<file path="src/rtl/gpio_port_pkg.sv">
package gpio_port_pkg;
   localparam int MODE_W = 3;

   typedef enum logic [1:0] {
      SRC_GPIO = 2'd0,
      SRC_CLK  = 2'd1,
      SRC_STRB = 2'd2
   } pin_src_e;

   function automatic pin_src_e pin_kind(input int idx, input int clk_pin,
                                         input int strb_hi, input int strb_lo);
      if (idx == clk_pin) return SRC_CLK;
      if (idx <= strb_hi && idx >= strb_lo) return SRC_STRB;
      return SRC_GPIO;
   endfunction
endpackage

</file>
<file path="src/rtl/gpio_port_regs.sv">
module gpio_port_regs
   import gpio_port_pkg::*;
#(
   parameter int ADDR_W = 16,
   parameter int PORT_W = 8,
   parameter logic [ADDR_W-1:0] DIR_A  = 16'hFE3E,
   parameter logic [ADDR_W-1:0] DATA_A = 16'hFF0E,
   parameter logic [ADDR_W-1:0] PIN_A  = 16'hFFBE,
   parameter logic [MODE_W-1:0] SC_MODE = 3'd7,
   parameter logic [PORT_W-1:0] DIR_BUS_RST = 8'h80
) (
   input  logic              clk,
   input  logic              por_n,
   input  logic              man_rst,
   input  logic              hw_stby,
   input  logic              sw_stby,
   input  logic [MODE_W-1:0] mode,
   input  logic              bus_we,
   input  logic              bus_re,
   input  logic [ADDR_W-1:0] bus_addr,
   input  logic [PORT_W-1:0] bus_wdata,
   input  logic [PORT_W-1:0] pad_in,
   output logic [PORT_W-1:0] bus_rdata,
   output logic [PORT_W-1:0] dir_q,
   output logic [PORT_W-1:0] data_q
);
   logic full_rst;
   logic wr_ok;
   assign full_rst = !por_n || hw_stby;
   assign wr_ok    = bus_we && !sw_stby;

   always_ff @(posedge clk) begin
      if (full_rst)
         dir_q <= (mode == SC_MODE) ? '0 : DIR_BUS_RST;
      else if (wr_ok && bus_addr == DIR_A)
         dir_q <= bus_wdata;
   end

   always_ff @(posedge clk) begin
      if (full_rst || man_rst)
         data_q <= '0;
      else if (wr_ok && bus_addr == DATA_A)
         data_q <= bus_wdata;
   end

   always_comb begin
      bus_rdata = '0;
      if (bus_re) begin
         if (bus_addr == DATA_A)     bus_rdata = data_q;
         else if (bus_addr == PIN_A) bus_rdata = pad_in;
      end
   end
endmodule

</file>
<file path="src/rtl/gpio_port_mux.sv">
module gpio_port_mux
   import gpio_port_pkg::*;
#(
   parameter int PORT_W  = 8,
   parameter int CLK_PIN = 7,
   parameter int STRB_HI = 6,
   parameter int STRB_LO = 3
) (
   input  logic              bus_mode,
   input  logic [PORT_W-1:0] dir_q,
   input  logic [PORT_W-1:0] data_q,
   input  logic              clk_src,
   input  logic [STRB_HI:STRB_LO] strobes,
   output logic [PORT_W-1:0] bus_sel,
   output logic [PORT_W-1:0] func_out,
   output logic [PORT_W-1:0] func_oe
);
   for (genvar i = 0; i < PORT_W; i++) begin : g_pin
      localparam pin_src_e KIND = pin_kind(i, CLK_PIN, STRB_HI, STRB_LO);
      logic sel;
      logic val;
      if (KIND == SRC_CLK) begin : g_clk
         assign sel = bus_mode && dir_q[i];
         assign val = clk_src;
      end else if (KIND == SRC_STRB) begin : g_strb
         assign sel = bus_mode;
         assign val = strobes[i];
      end else begin : g_gpio
         assign sel = 1'b0;
         assign val = 1'b0;
      end
      assign bus_sel[i]  = sel;
      assign func_out[i] = sel ? val  : data_q[i];
      assign func_oe[i]  = sel ? 1'b1 : dir_q[i];
   end
endmodule

</file>
<file path="src/rtl/gpio_port_stby.sv">
module gpio_port_stby
   import gpio_port_pkg::*;
#(
   parameter int PORT_W  = 8,
   parameter int CLK_PIN = 7,
   parameter int STRB_HI = 6,
   parameter int STRB_LO = 3
) (
   input  logic              clk,
   input  logic              por_n,
   input  logic              sw_stby,
   input  logic              stby_hold,
   input  logic [PORT_W-1:0] bus_sel,
   input  logic [PORT_W-1:0] func_out,
   input  logic [PORT_W-1:0] func_oe,
   output logic [PORT_W-1:0] pad_out,
   output logic [PORT_W-1:0] pad_oe
);
   for (genvar i = 0; i < PORT_W; i++) begin : g_pin
      localparam pin_src_e KIND = pin_kind(i, CLK_PIN, STRB_HI, STRB_LO);
      if (KIND == SRC_GPIO) begin : g_pass
         assign pad_out[i] = func_out[i];
         assign pad_oe[i]  = func_oe[i];
      end else begin : g_hold
         logic held_q;
         logic frozen;
         always_ff @(posedge clk) begin
            if (!por_n)        held_q <= 1'b0;
            else if (!sw_stby) held_q <= func_out[i];
         end
         assign frozen     = sw_stby && bus_sel[i];
         assign pad_out[i] = frozen ? held_q : func_out[i];
         assign pad_oe[i]  = frozen ? stby_hold : func_oe[i];
      end
   end
endmodule

</file>
<file path="src/rtl/gpio_port_ctl.sv">
module gpio_port_ctl
   import gpio_port_pkg::*;
#(
   parameter int ADDR_W  = 16,
   parameter int PORT_W  = 8,
   parameter int CLK_PIN = 7,
   parameter int STRB_HI = 6,
   parameter int STRB_LO = 3,
   parameter logic [ADDR_W-1:0] DIR_A  = 16'hFE3E,
   parameter logic [ADDR_W-1:0] DATA_A = 16'hFF0E,
   parameter logic [ADDR_W-1:0] PIN_A  = 16'hFFBE,
   parameter logic [MODE_W-1:0] SC_MODE = 3'd7
) (
   input  logic              clk,
   input  logic              por_n,
   input  logic              man_rst,
   input  logic              hw_stby,
   input  logic              sw_stby,
   input  logic              stby_hold,
   input  logic [MODE_W-1:0] mode,
   input  logic              bus_we,
   input  logic              bus_re,
   input  logic [ADDR_W-1:0] bus_addr,
   input  logic [PORT_W-1:0] bus_wdata,
   output logic [PORT_W-1:0] bus_rdata,
   input  logic              clk_src,
   input  logic              as_n,
   input  logic              rd_n,
   input  logic              hwr_n,
   input  logic              lwr_n,
   input  logic              cas_n,
   input  logic              cas_sel,
   input  logic [PORT_W-1:0] pad_in,
   output logic [PORT_W-1:0] pad_out,
   output logic [PORT_W-1:0] pad_oe
);
   localparam logic [PORT_W-1:0] DIR_BUS_RST = PORT_W'(1) << CLK_PIN;
   localparam int STRB_N = STRB_HI - STRB_LO + 1;

   if (STRB_N != 4) begin : g_bad_strb
      $error("strobe field must span four pins");
   end
   if (CLK_PIN >= PORT_W || STRB_HI >= PORT_W || STRB_LO < 0) begin : g_bad_pin
      $error("pin index outside the port");
   end
   if (CLK_PIN <= STRB_HI && CLK_PIN >= STRB_LO) begin : g_bad_ovl
      $error("clock pin overlaps strobe field");
   end

   logic [PORT_W-1:0] dir_q, data_q, bus_sel, func_out, func_oe;
   logic [STRB_HI:STRB_LO] strobes;
   logic bus_mode;

   assign bus_mode = (mode != SC_MODE);
   assign strobes  = {cas_sel ? cas_n : as_n, rd_n, hwr_n, lwr_n};

   gpio_port_regs #(
      .ADDR_W(ADDR_W), .PORT_W(PORT_W), .DIR_A(DIR_A), .DATA_A(DATA_A),
      .PIN_A(PIN_A), .SC_MODE(SC_MODE), .DIR_BUS_RST(DIR_BUS_RST)
   ) regs_i (
      .clk(clk), .por_n(por_n), .man_rst(man_rst), .hw_stby(hw_stby),
      .sw_stby(sw_stby), .mode(mode), .bus_we(bus_we), .bus_re(bus_re),
      .bus_addr(bus_addr), .bus_wdata(bus_wdata), .pad_in(pad_in),
      .bus_rdata(bus_rdata), .dir_q(dir_q), .data_q(data_q)
   );

   gpio_port_mux #(
      .PORT_W(PORT_W), .CLK_PIN(CLK_PIN), .STRB_HI(STRB_HI), .STRB_LO(STRB_LO)
   ) mux_i (
      .bus_mode(bus_mode), .dir_q(dir_q), .data_q(data_q), .clk_src(clk_src),
      .strobes(strobes), .bus_sel(bus_sel), .func_out(func_out), .func_oe(func_oe)
   );

   gpio_port_stby #(
      .PORT_W(PORT_W), .CLK_PIN(CLK_PIN), .STRB_HI(STRB_HI), .STRB_LO(STRB_LO)
   ) stby_i (
      .clk(clk), .por_n(por_n), .sw_stby(sw_stby), .stby_hold(stby_hold),
      .bus_sel(bus_sel), .func_out(func_out), .func_oe(func_oe),
      .pad_out(pad_out), .pad_oe(pad_oe)
   );
endmodule

</file>
<file path="config.mk">
export PLATFORM = sky130hd
export DESIGN_NAME = gpio_port_ctl
export DESIGN_NICKNAME = d
export VERILOG_FILES = /design/src/rtl/gpio_port_pkg.sv /design/src/rtl/gpio_port_regs.sv /design/src/rtl/gpio_port_mux.sv /design/src/rtl/gpio_port_stby.sv /design/src/rtl/gpio_port_ctl.sv
export SDC_FILE = /design/constraint.sdc
export NUM_CORES = 1
export LEC_CHECK = 0
export BUFFER_PORTS_ARGS = -buffer_cell sky130_fd_sc_hd__buf_4
export CAP_MARGIN = 30
export CELL_PAD_IN_SITES_DETAIL_PLACEMENT = 0
export CELL_PAD_IN_SITES_GLOBAL_PLACEMENT = 1
export CORE_MARGIN = 2
export CORE_UTILIZATION = 33
export DETAILED_ROUTE_END_ITERATION = 16
export PLACE_DENSITY = 0.8
export SETUP_SLACK_MARGIN = 0.1
export SLEW_MARGIN = 20
export SYNTH_ARGS = -nofsm -noshare
export SYNTH_HDL_FRONTEND = slang
export SYNTH_HIERARCHICAL = 1
export SYNTH_SLANG_ARGS = --single-unit
</file>
<file path="constraint.sdc">
create_clock -name clk -period 3.1 [get_ports clk]
set_input_delay 0.465 -clock clk [delete_from_list [all_inputs] [get_ports clk]]
set_output_delay 0.465 -clock clk [all_outputs]
set_load 0.01 [all_outputs]
</file>
[Word level (Yosys, flattened, before mapping)]
Index checks and enable logic that the tools add are counted.
Storage, ports and cells
  flip-flop bits (word level): 21
  latch bits: 0
  memory bits (writable): 0
  bits in read-only memories: 0
  input bits: 50
  output and inout bits: 24
  logic and storage cells: 50
  memories: 0
Operators by class
  add/subtract/negate cells: 0
  multiply operators: 0
  div/mod/pow operators: 0
  $lt $le $gt $ge: 0
  equal/unequal tests: 5
  shift-type cells: 0
  mux-type cells: 27
  bitwise gates (word level): 0
  reduce and logical (&&, ||, !) cells: 11
Operator list (number)
  equality test 16 bit (second input constant): 3
  two-way mux 8 bit: 6
  two-way mux 1 bit: 21
  logical AND 1 bit: 6
  equality test 3 bit (second input constant): 1
  inequality test 3 bit (second input constant): 1
  logical NOT 1 bit: 2
  logical OR 1 bit: 2
  nonzero test 2 bit: 1

[Depth between registers and ports, before layout]
Gate-level depths: netlist of the first run.
  word-level depth: 5
  depth in mapped cells: 6

[Modules after synthesis]
Netlist of the first run, hierarchy kept.
Modules (own cells, without submodules)
  gpio_port_regs: instances 1, cells an instance 75, area an instance 804.5 µm², seq. area each 400.4 µm²
  gpio_port_stby: instances 1, cells an instance 37, area an instance 444.2 µm², seq. area each 100.1 µm²
  gpio_port_mux: instances 1, cells an instance 27, area an instance 217.7 µm², seq. area each 0.0 µm²
  gpio_port_ctl: instances 1, cells an instance 2, area an instance 20.0 µm², seq. area each 0.0 µm²

[Least setup slack after synthesis of the first run]
No wires, ideal clock.
  kind: input -> register
  start: in bus_addr[0]
  end: reg regs_i.dir_q[0] (enable)
  library setup time: 0.398 ns
  data arrival time: 2.096 ns
  data required time: 2.702 ns
  setup slack: 0.606 ns
  stages on the path: 3
  buffers on the path: 0
  path through: nand4b_1 or3_1 o41ai_1
Between the ends
  longest elaborated chain between the ends: 3
Ends and longest elaborated chain
  start, declared: RTL line gpio_port_ctl.sv:23  | input logic [ADDR_W-1:0] bus_addr,
  equality test 16 bit: RTL line gpio_port_regs.sv:35  | else if (wr_ok && bus_addr == DIR_A)
  logical AND 1 bit: RTL line gpio_port_regs.sv:35
  nonzero test 2 bit (no source line)
  end signal, assigned: RTL line gpio_port_regs.sv:34  | dir_q <= (mode == SC_MODE) ? '0 : DIR_BUS_RST;
  end signal, assigned: RTL line gpio_port_regs.sv:36  | dir_q <= bus_wdata;
  end, declared: RTL line gpio_port_regs.sv:24  | output logic [PORT_W-1:0] dir_q,
Every way passes these cells.
A chain may end at the register's enable or synchronous reset.

[Final worst setup path of the first run]
  start: in bus_addr[0]
  end: out bus_rdata[6]
Between the ends
  longest elaborated chain between the ends: 4
Ends and longest elaborated chain
  equality test 16 bit: RTL line gpio_port_regs.sv:50  | else if (bus_addr == PIN_A) bus_rdata = pad_in;
  two-way mux 8 bit: RTL line gpio_port_regs.sv:50
  two-way mux 8 bit *: RTL line gpio_port_regs.sv:49  | if (bus_addr == DATA_A) bus_rdata = data_q;
  two-way mux 8 bit *: RTL line gpio_port_regs.sv:48  | if (bus_re) begin
  end, declared: RTL line gpio_port_ctl.sv:25  | output logic [PORT_W-1:0] bus_rdata,
Every way passes the cells marked *; elsewhere a longest branch is shown, timed or not.

==> results of run 1 <==
[power by group through the flow]
stage	Combinational, W	Sequential (W)	Clock (W)
floorplan	0.0000924	0.000309	0
global placement	0.000160	0.000310	0
detailed placement	0.000162	0.000310	0
CTS	0.000162	0.000304	0.000181
global route	0.000174	0.000305	0.000195
finish	0.000160	0.000304	0.000172
[registers in the layout, indices dropped and copies added (netlist names)]
| register | cells |
|---|---|
| regs_i/data_q | 8 |
| regs_i/dir_q | 8 |
| stby_i/g_pin.g_hold.held_q | 5 |
[critical path, cell delays in order]
cell	delay [ns]
sky130_fd_sc_hd__buf_4	0.10
sky130_fd_sc_hd__nand4b_1	0.21
sky130_fd_sc_hd__or3_1	0.45
sky130_fd_sc_hd__nor3_2	0.27
sky130_fd_sc_hd__buf_4	0.20
sky130_fd_sc_hd__a22o_1	0.15
sky130_fd_sc_hd__buf_4	0.11
[layout make-up]
class	instances	area, µm²
tap	52	65.1
clock buffer	4	45.0
sequential	21	500
timing repair buffer	78	586
multi-input combinational	94	798
fill	420	2300
[routing by layer]
metal / up-vias / share of wire [%] / GRT usage [%] / wire [µm]
li1: 589 / - / - / -
met1: 508 / 45 / 18.0 / 1510
met2: 53 / 46 / 24.5 / 1540
met3: 2 / 8.2 / 3.46 / 276
met4: 0 / 0.54 / 4.49 / 18
met5: - / 0 / 0 / 0
[final timing paths]
path,depth (start not counted),slack (ns),to,startpoint
worst min-delay path,3,0.47,regs_i/data_q[1]$_SDFFE_PP0P_,bus_wdata[1]
worst min register to register,2,0.49,regs_i/data_q[0]$_SDFFE_PP0P_,regs_i/data_q[0]$_SDFFE_PP0P_
worst max-delay path,7,0.68,bus_rdata[6],bus_addr[0]
worst max register to register,4,1.95,stby_i/g_pin[7].g_hold.held_q$_SDFFE_PN0N_,regs_i/dir_q[7]$_DFFE_PP_
[through the flow]
step / area, µm² / hold WS (ns)
2_1_floorplan: 1460 / 0.448
3_3_place_gp: 1940 / 0.473
3_5_place_dp: 1940 / 0.479
4_1_cts: 1990 / 0.459
5_1_grt: 1990 / 0.467
6_report: 1990 / 0.467
[cell usage in the layout, fill, tap and decap left out, types with 4 or more instances in the layout]
cell type / count
sky130_fd_sc_hd__nand2_1: 19
sky130_fd_sc_hd__mux2_2: 4
sky130_fd_sc_hd__a22o_1: 8
sky130_fd_sc_hd__nand2_4: 5
sky130_fd_sc_hd__nor2b_1: 6
sky130_fd_sc_hd__mux2i_1: 13
sky130_fd_sc_hd__mux2_4: 12
sky130_fd_sc_hd__or2_2: 4
sky130_fd_sc_hd__and2_1: 7
sky130_fd_sc_hd__edfxtp_1: 8
sky130_fd_sc_hd__buf_4: 78
sky130_fd_sc_hd__dfxtp_1: 13
==> run summary, run 1 <==
## CTS
- cell at the root of the clock tree: sky130_fd_sc_hd__clkbuf_8
- clock tree from TritonCTS: yes
- number of buffers on the longest clock path: 2
- TritonCTS buffer count: 3
- number of cells upsized or downsized after cts: 0
- clk sink count: 21
- buffers inserted by post-CTS timing repair: 0
- total number of H-tree levels: 1
- Worst-path clk slew: 0.07 ns
- clock latency of the later-clocked register in the worst-skew pair: 0.25 ns
- hold bufs inserted after CTS: 0

## Floorplan
- Chip Height: 70.5 µm
- die area: 4970 µm²
- die extent in x: 70.5 µm
- effective utilization at floorplan: 34.0%
- Core Area: 4290 µm²
- total number of placement rows: 24
- IO Count: 74

## Placement
- routability congestion estimate: 0.717
- post-DP HPWL: 2780 µm
- count of input and output buffers: 73
- number of placed instances, taps included: 244
- post-place setup slack: 0.662 ns

## Finish
- diode insertion count for antenna repair: 0
- share of the core filled with cells: 46.4%
- Final Instance Count excl. Fillers: 249
- layout cells sized above 1: 56.9%
- number of nets in the final layout: 248
- synthesis-to-layout area growth: 36.6%

## Global routing
- Remaining Overflow, GRT: 0
- largest net degree at the start of global routing: 17
- initial antenna violation count: 0
- GRT Total Usage: 14.4%
- via count of the first global-routing pass: 1234
- first-pass GRT wire length: 5660 µm

## Outcome
- status: finished, final reports clean

## Worst setup path
- maximum fanout along the worst path: 6
- Crit path arrival time: 1.96 ns
- critical path start-end classification: input port to output pin
- Setup crit end kind: output pin
- worst endpoint required time: 2.63 ns
- kind of start point of the critical path: input port

## Route
- number of routed nets with antenna violations: 0
- routed wire length: 3350 µm
- vias: 1152
- routed vias/inst: 4.63
- number of detailed-routing iterations run before antenna repair: 4
- number of DRC markers in iteration 0: 10
- Remaining DRCs: 0
- wire length per cell after detailed routing: 13.4 µm

## Timing
- worst setup slack after layout: 0.677 ns
- setup repair after global routing missed its margin: false
- Final Skew: 0.000405 ns
- fmax: 0.413 GHz
- final worst-path cycle share: 78.2%
- min Tclk post-route: 2.42 ns
- endpoints failing setup: 0
- Pins Over Slew Limit: 0
- setup total negative slack: 0 ns
- actual transition at the worst max-transition pin: 0.535 ns
- final-report hold violation count: 0
- Max transition margin: 64.3%

## Power and ir drop
- standby leakage power: 0.956 nW
- Combinational Power Share: 25.1%
- power per unit of standard cell area: 319 nW/µm²
- Max VDD drop: 127 µV
- post-route total power: 0.000636 W
- share of power burned in registers: 47.8%
- sw frac: 22.6%
- clock power share: 27.1%
- switching component of the power: 0.000144 W
- total internal power: 0.000492 W

## Synthesis
- cells after synthesis: 137
- synthesized area per cell: 10.7 µm²
- count of warnings emitted by yosys: 6
- Net Count, Synth: 187
- Mapped Area: 1460 µm²

## Run
- count of maximum capacitance violations: 0

## Min path
- type of the most critical hold path: input port to register

Note: power is estimated with default switching activity, not from simulation.
==> run 2, diff against run 1 <==
CORE_UTILIZATION = 30   (was 33)
PLACE_DENSITY = 0.76   (was 0.8)
clock period = 2.1 ns   (was 3.1 ns; I/O delays follow)
==> run 2 against run 1 <==
Die area grew 9.4%. Via count shrank 0.43%. Clock power grew 55%. Clock skew is essentially flat. Critical endpoint is now bus_rdata[1].
==> run summary, run 2 (synthesized netlist as in run 1, its figures left out) <==
## Finish
- register area: 500 µm²
- number of nets in the final layout: 253
- final-layout fill cell count: 469
- diode insertion count for antenna repair: 0
- leading cell type in the layout, fill and taps excluded: sky130_fd_sc_hd__buf_4
- Top Registers: regs_i/data_q x8, regs_i/dir_q x8, stby_i/g_pin.g_hold.held_q x5
- synthesis-to-layout area growth: 42.4%
- Final Instance Count excl. Fillers: 269
- area of the multi-input gates: 818 µm²
- layout cells sized above 1: 58.9%
- fin area: 2080 µm²
- leading cell types in the layout, fill and taps excluded: sky130_fd_sc_hd__buf_4 (81), sky130_fd_sc_hd__nand2_1 (19), sky130_fd_sc_hd__mux2i_1 (13), sky130_fd_sc_hd__dfxtp_1 (13), sky130_fd_sc_hd__mux2_4 (12)
- share of the core filled with cells: 44.0%

## CTS
- clk sink count: 21
- number of buffers on the longest clock path: 2
- hold bufs inserted after CTS: 0
- clock latency of the later-clocked register in the worst-skew pair: 0.26 ns
- total number of H-tree levels: 1
- clock tree from TritonCTS: yes
- cell at the root of the clock tree: sky130_fd_sc_hd__clkbuf_8
- TritonCTS buffer count: 3
- Worst-path clk slew: 0.08 ns

## Timing
- fmax: 0.518 GHz
- Final Skew: 0.000829 ns
- endpoints failing setup: 0
- Max transition margin: 81.1%
- Pins Over Slew Limit: 0
- setup total negative slack: 0 ns
- worst setup slack after layout: 0.171 ns
- final-report hold violation count: 0
- setup repair after global routing missed its margin: false
- min Tclk post-route: 1.93 ns
- actual transition at the worst max-transition pin: 0.281 ns
- final worst-path cycle share: 91.8%

## Floorplan
- die extent in x: 73.8 µm
- Chip Height: 73.8 µm
- IO Count: 74
- die area: 5440 µm²
- Core Area: 4720 µm²
- effective utilization at floorplan: 30.9%
- total number of placement rows: 25

## Worst setup path
- Crit path arrival time: 1.61 ns
- R2R cell count: 4
- highest cell delay on the worst timing path: 0.54 ns
- maximum fanout along the worst path: 4
- minimum setup slack among reg-to-reg paths: 0.96 ns
- critical path startpoint: bus_addr[4]
- kind of start point of the critical path: input port
- Critical Path, Cell by Cell: buf_4 -> or4b_4 -> nor4_4 -> buf_4 -> a22o_1 -> buf_4
- worst endpoint required time: 1.78 ns
- Crit-path slowest cell: sky130_fd_sc_hd__or4b_4
- end point of the critical path: bus_rdata[1]
- critical path start-end classification: input port to output pin
- cell with the most instances on the worst path: sky130_fd_sc_hd__buf_4
- worst reg2reg startpoint: regs_i/dir_q[7]$_DFFE_PP_
- capture instance of the worst register-to-register path: stby_i/g_pin[7].g_hold.held_q$_SDFFE_PN0N_
- Setup crit end kind: output pin

## Global routing
- GRT Total Usage: 12.8%
- first-pass GRT wire length: 5330 µm
- met1 usage: 16.0%
- met3 Use GR: 1.78%
- largest net degree at the start of global routing: 17
- Most Crowded Layer GR: met2
- met2 usage: 22.5%
- initial antenna violation count: 0
- Remaining Overflow, GRT: 0
- via count of the first global-routing pass: 1159

## Placement
- count of input and output buffers: 73
- placed instance area: 2000 µm²
- routability congestion estimate: 0.730
- number of placed instances, taps included: 264
- post-DP HPWL: 2950 µm
- post-place setup slack: 0.0625 ns

## Power and ir drop
- standby leakage power: 1.01 nW
- power per unit of standard cell area: 459 nW/µm²
- Max VDD drop: 210 µV

## Run
- count of maximum capacitance violations: 0

## Route
- vias: 1147
- wire length per cell after detailed routing: 13.0 µm
- routed wire length: 3510 µm
- number of DRC markers in iteration 0: 28
- number of detailed-routing iterations run before antenna repair: 4
- routed vias/inst: 4.26
- number of routed nets with antenna violations: 0
- Remaining DRCs: 0

## Outcome
- status: finished, final reports clean

## Min path
- type of the most critical hold path: input port to register

-- run 2: cell types whose count changed in the layout (fill, tap and decap cells not counted), sizes merged --
cell | before | now
buf | 78 | 83
clkbuf | 4 | 3
clkinv | 0 | 1
-- run 2: critical path, delay by kind of cell --
kind	cells	cell delay, ns
AND/OR/NAND/NOR	2	0.76
buffers and inverters	3	0.41
AO/OA/AOI/OAI	1	0.12
-- run 2: cell type report --
cell class / instances / share of cell area (%)
well taps: 67 / 4.03
repair buffers: 83 / 30.3
clock buffers: 3 / 1.99
multi-input cells: 94 / 39.4
flip-flops and latches: 21 / 24.1
clock inverters: 1 / 0.241
-- run 2: worst min path at each step --
stage,start,endpoint,cells after the start
global route,bus_wdata[0],regs_i/data_q[0]$_SDFFE_PP0P_,3
global placement,regs_i/data_q[2]$_SDFFE_PP0P_,regs_i/data_q[2]$_SDFFE_PP0P_,2
CTS,bus_wdata[5],regs_i/data_q[5]$_SDFFE_PP0P_,3
floorplan,por_n,stby_i/g_pin[3].g_hold.held_q$_SDFFE_PN0N_,1
finish,bus_wdata[5],regs_i/data_q[5]$_SDFFE_PP0P_,3
detailed placement,regs_i/data_q[1]$_SDFFE_PP0P_,regs_i/data_q[1]$_SDFFE_PP0P_,2
-- run 2: through the flow --
step                      hold slack [ns]  power [W]
final                               0.304   0.000955
after detailed placement            0.484   0.000699
after global routing                0.313   0.000999
after CTS                           0.298   0.000967
after global placement              0.476   0.000696
after floorplan                     0.443   0.000593
-- run 2: metal layers --
metal | vias to the layer above | wire length (µm)
met5 | - | 0
met4 | 0 | 31
met3 | 2 | 152
met2 | 27 | 1840
met1 | 522 | 1480
li1 | 596 | -
-- run 2: repair_timing --
action,in CTS,in global routing
setup endpoints to repair,8,8
buffers inserted,1,0
pin swaps,1,2
resized for setup,2,3
hold endpoints to repair,0,0
-- run 2: report_power, final --
group          internal, W  switching, W
clock network     0.000132      0.000134
registers         0.000442    0.00000685
logic             0.000152     0.0000878
==> run 3, diff against run 2 <==
REMOVE_ABC_BUFFERS = 1   (was unset)
==> run 3 against run 2 <==
Sequential cell count stayed put. Via count is 3.7% higher. Combinational power barely moved. Die area unchanged. Hold slack better by 0.0037 ns. Clock power is essentially flat. Global-route usage rose by 1.3 points. Sequential power about the same. Clock skew is 0.0054 ns higher. Critical path depth rose by 1. Cell area increased by 0.54%. Setup slack better by 0.017 ns. Critical endpoint is now bus_rdata[6]. Largest cell class unchanged.
==> run summary, run 3 (synthesized netlist as in run 1, its figures left out) <==
## Outcome
- status: finished, final reports clean

## Worst setup path
- critical path startpoint: bus_addr[9]
- Setup crit end kind: output pin
- worst reg2reg startpoint: regs_i/dir_q[7]$_DFFE_PP_
- critical path start-end classification: input port to output pin
- highest cell delay on the worst timing path: 0.45 ns
- buffers and inverters on the worst path: 3
- maximum fanout along the worst path: 3
- worst endpoint required time: 1.78 ns
- Crit path arrival time: 1.60 ns
- Critical Path, Cell by Cell: buf_4 -> nand4_1 -> or3_4 -> nor3_4 -> buf_4 -> a22o_1 -> buf_4
- kind of start point of the critical path: input port
- minimum setup slack among reg-to-reg paths: 0.94 ns
- cell with the most instances on the worst path: sky130_fd_sc_hd__buf_4
- delay-heaviest family, CP: simple AND/OR/NAND/NOR gates
- Crit-path slowest cell: sky130_fd_sc_hd__or3_4

## Finish
- share of the core filled with cells: 44.3%
- area of the multi-input gates: 818 µm²
- leading cell type in the layout, fill and taps excluded: sky130_fd_sc_hd__buf_4
- number of nets in the final layout: 255
- final-layout fill cell count: 468
- register area: 500 µm²
- fin area: 2090 µm²
- synthesis-to-layout area growth: 43.2%
- leading cell types in the layout, fill and taps excluded: sky130_fd_sc_hd__buf_4 (84), sky130_fd_sc_hd__nand2_1 (19), sky130_fd_sc_hd__mux2i_1 (13), sky130_fd_sc_hd__dfxtp_1 (13), sky130_fd_sc_hd__mux2_4 (12)
- Top Registers: regs_i/data_q x8, regs_i/dir_q x8, stby_i/g_pin.g_hold.held_q x5
- layout cells sized above 1: 59.3%
- diode insertion count for antenna repair: 0

## Global routing
- initial antenna violation count: 0
- GRT Total Usage: 14.1%
- first-pass GRT wire length: 5770 µm
- Remaining Overflow, GRT: 0
- via count of the first global-routing pass: 1112
- largest net degree at the start of global routing: 17

## CTS
- number of buffers on the longest clock path: 2
- clk sink count: 21
- TritonCTS buffer count: 3
- Worst-path clk slew: 0.08 ns
- clock latency of the later-clocked register in the worst-skew pair: 0.26 ns
- hold bufs inserted after CTS: 0
- clock tree from TritonCTS: yes
- cell at the root of the clock tree: sky130_fd_sc_hd__clkbuf_8
- total number of H-tree levels: 1

## Timing
- setup repair after global routing missed its margin: false
- actual transition at the worst max-transition pin: 0.245 ns
- Max transition margin: 83.7%
- min Tclk post-route: 1.91 ns
- fmax: 0.523 GHz
- endpoints failing setup: 0
- Pins Over Slew Limit: 0
- Final Skew: 0.00618 ns
- worst setup slack after layout: 0.188 ns
- final worst-path cycle share: 91.0%
- final-report hold violation count: 0

## Route
- routed wire length: 3630 µm
- number of detailed-routing iterations run before antenna repair: 4
- vias: 1190
- number of routed nets with antenna violations: 0
- routed vias/inst: 4.39
- number of DRC markers in iteration 0: 32
- wire length per cell after detailed routing: 13.4 µm
- Remaining DRCs: 0

## Placement
- post-place setup slack: 0.0889 ns
- post-DP HPWL: 2980 µm
- placed instance area: 2010 µm²
- routability congestion estimate: 0.729
- count of input and output buffers: 73

## Floorplan
- Chip Height: 73.8 µm
- die extent in x: 73.8 µm
- die area: 5440 µm²
- effective utilization at floorplan: 30.9%
- total number of placement rows: 25
- IO Count: 74
- Core Area: 4720 µm²

## Run
- count of maximum capacitance violations: 0

## Min path
- hold path startpoint: bus_wdata[0]
- type of the most critical hold path: input port to register

## Power and ir drop
- Max VDD drop: 292 µV
- power per unit of standard cell area: 458 nW/µm²
- standby leakage power: 1.02 nW

run 3: changes by cell type in the layout (fill, tap and decap cells not counted):
cell	before	now
sky130_fd_sc_hd__buf_4	81	84
sky130_fd_sc_hd__buf_6	2	1
run 3: worst min-delay path, stage by stage:
cell and delay, ns:
sky130_fd_sc_hd__buf_4 0.11, sky130_fd_sc_hd__nand2_1 0.04, sky130_fd_sc_hd__mux2i_1 0.05
run 3: final timing paths:
kind / to / cells after the start
max reg2reg: stby_i/g_pin[7].g_hold.held_q$_SDFFE_PN0N_ / 4
min reg2reg: regs_i/data_q[1]$_SDFFE_PP0P_ / 2
max: bus_rdata[6] / 7
min: regs_i/data_q[0]$_SDFFE_PP0P_ / 3
run 3: area by class of cell:
type / instances / share of cell area, %
tap: 67 / 4.01
sequential: 21 / 23.9
clock buffer: 3 / 1.97
clock inverter: 1 / 0.239
timing repair buffer: 85 / 30.7
multi-input combinational: 94 / 39.1
run 3: metrics by stage:
stage	hold slack (ns)	power [W]	instances	setup TNS, ns
after floorplan	0.443	0.000564	115	-1.95
after global placement	0.469	0.000699	265	0
after detailed placement	0.479	0.000702	265	0
after CTS	0.301	0.000970	269	0
after global routing	0.294	0.00101	271	0
final	0.308	0.000958	271	0
run 3: routing by layer:
metal,global-route usage (%),part of all wire (%),vias to the layer above
met5,0,0,-
met1,19.8,48,537
met4,3.64,1.0,0
li1,-,-,600
met3,3.57,7.3,4
met2,21.4,44,49
run 3: power breakdown:
group	total [W]	switching [W]	internal, W	leakage [nW]
Combinational	0.000243	0.0000907	0.000152	0.804
Clock	0.000267	0.000135	0.000132	0.0255
Sequential	0.000448	0.00000631	0.000442	0.190
run 3: what timing repair did:
| action | CTS | global route |
|---|---|---|
| resized for setup | 2 | 2 |
| setup buffers | 0 | 2 |
| endpoints found under the setup margin | 6 | 8 |
| pin swaps | 0 | 3 |
| hold endpoints to repair | 0 | 0 |
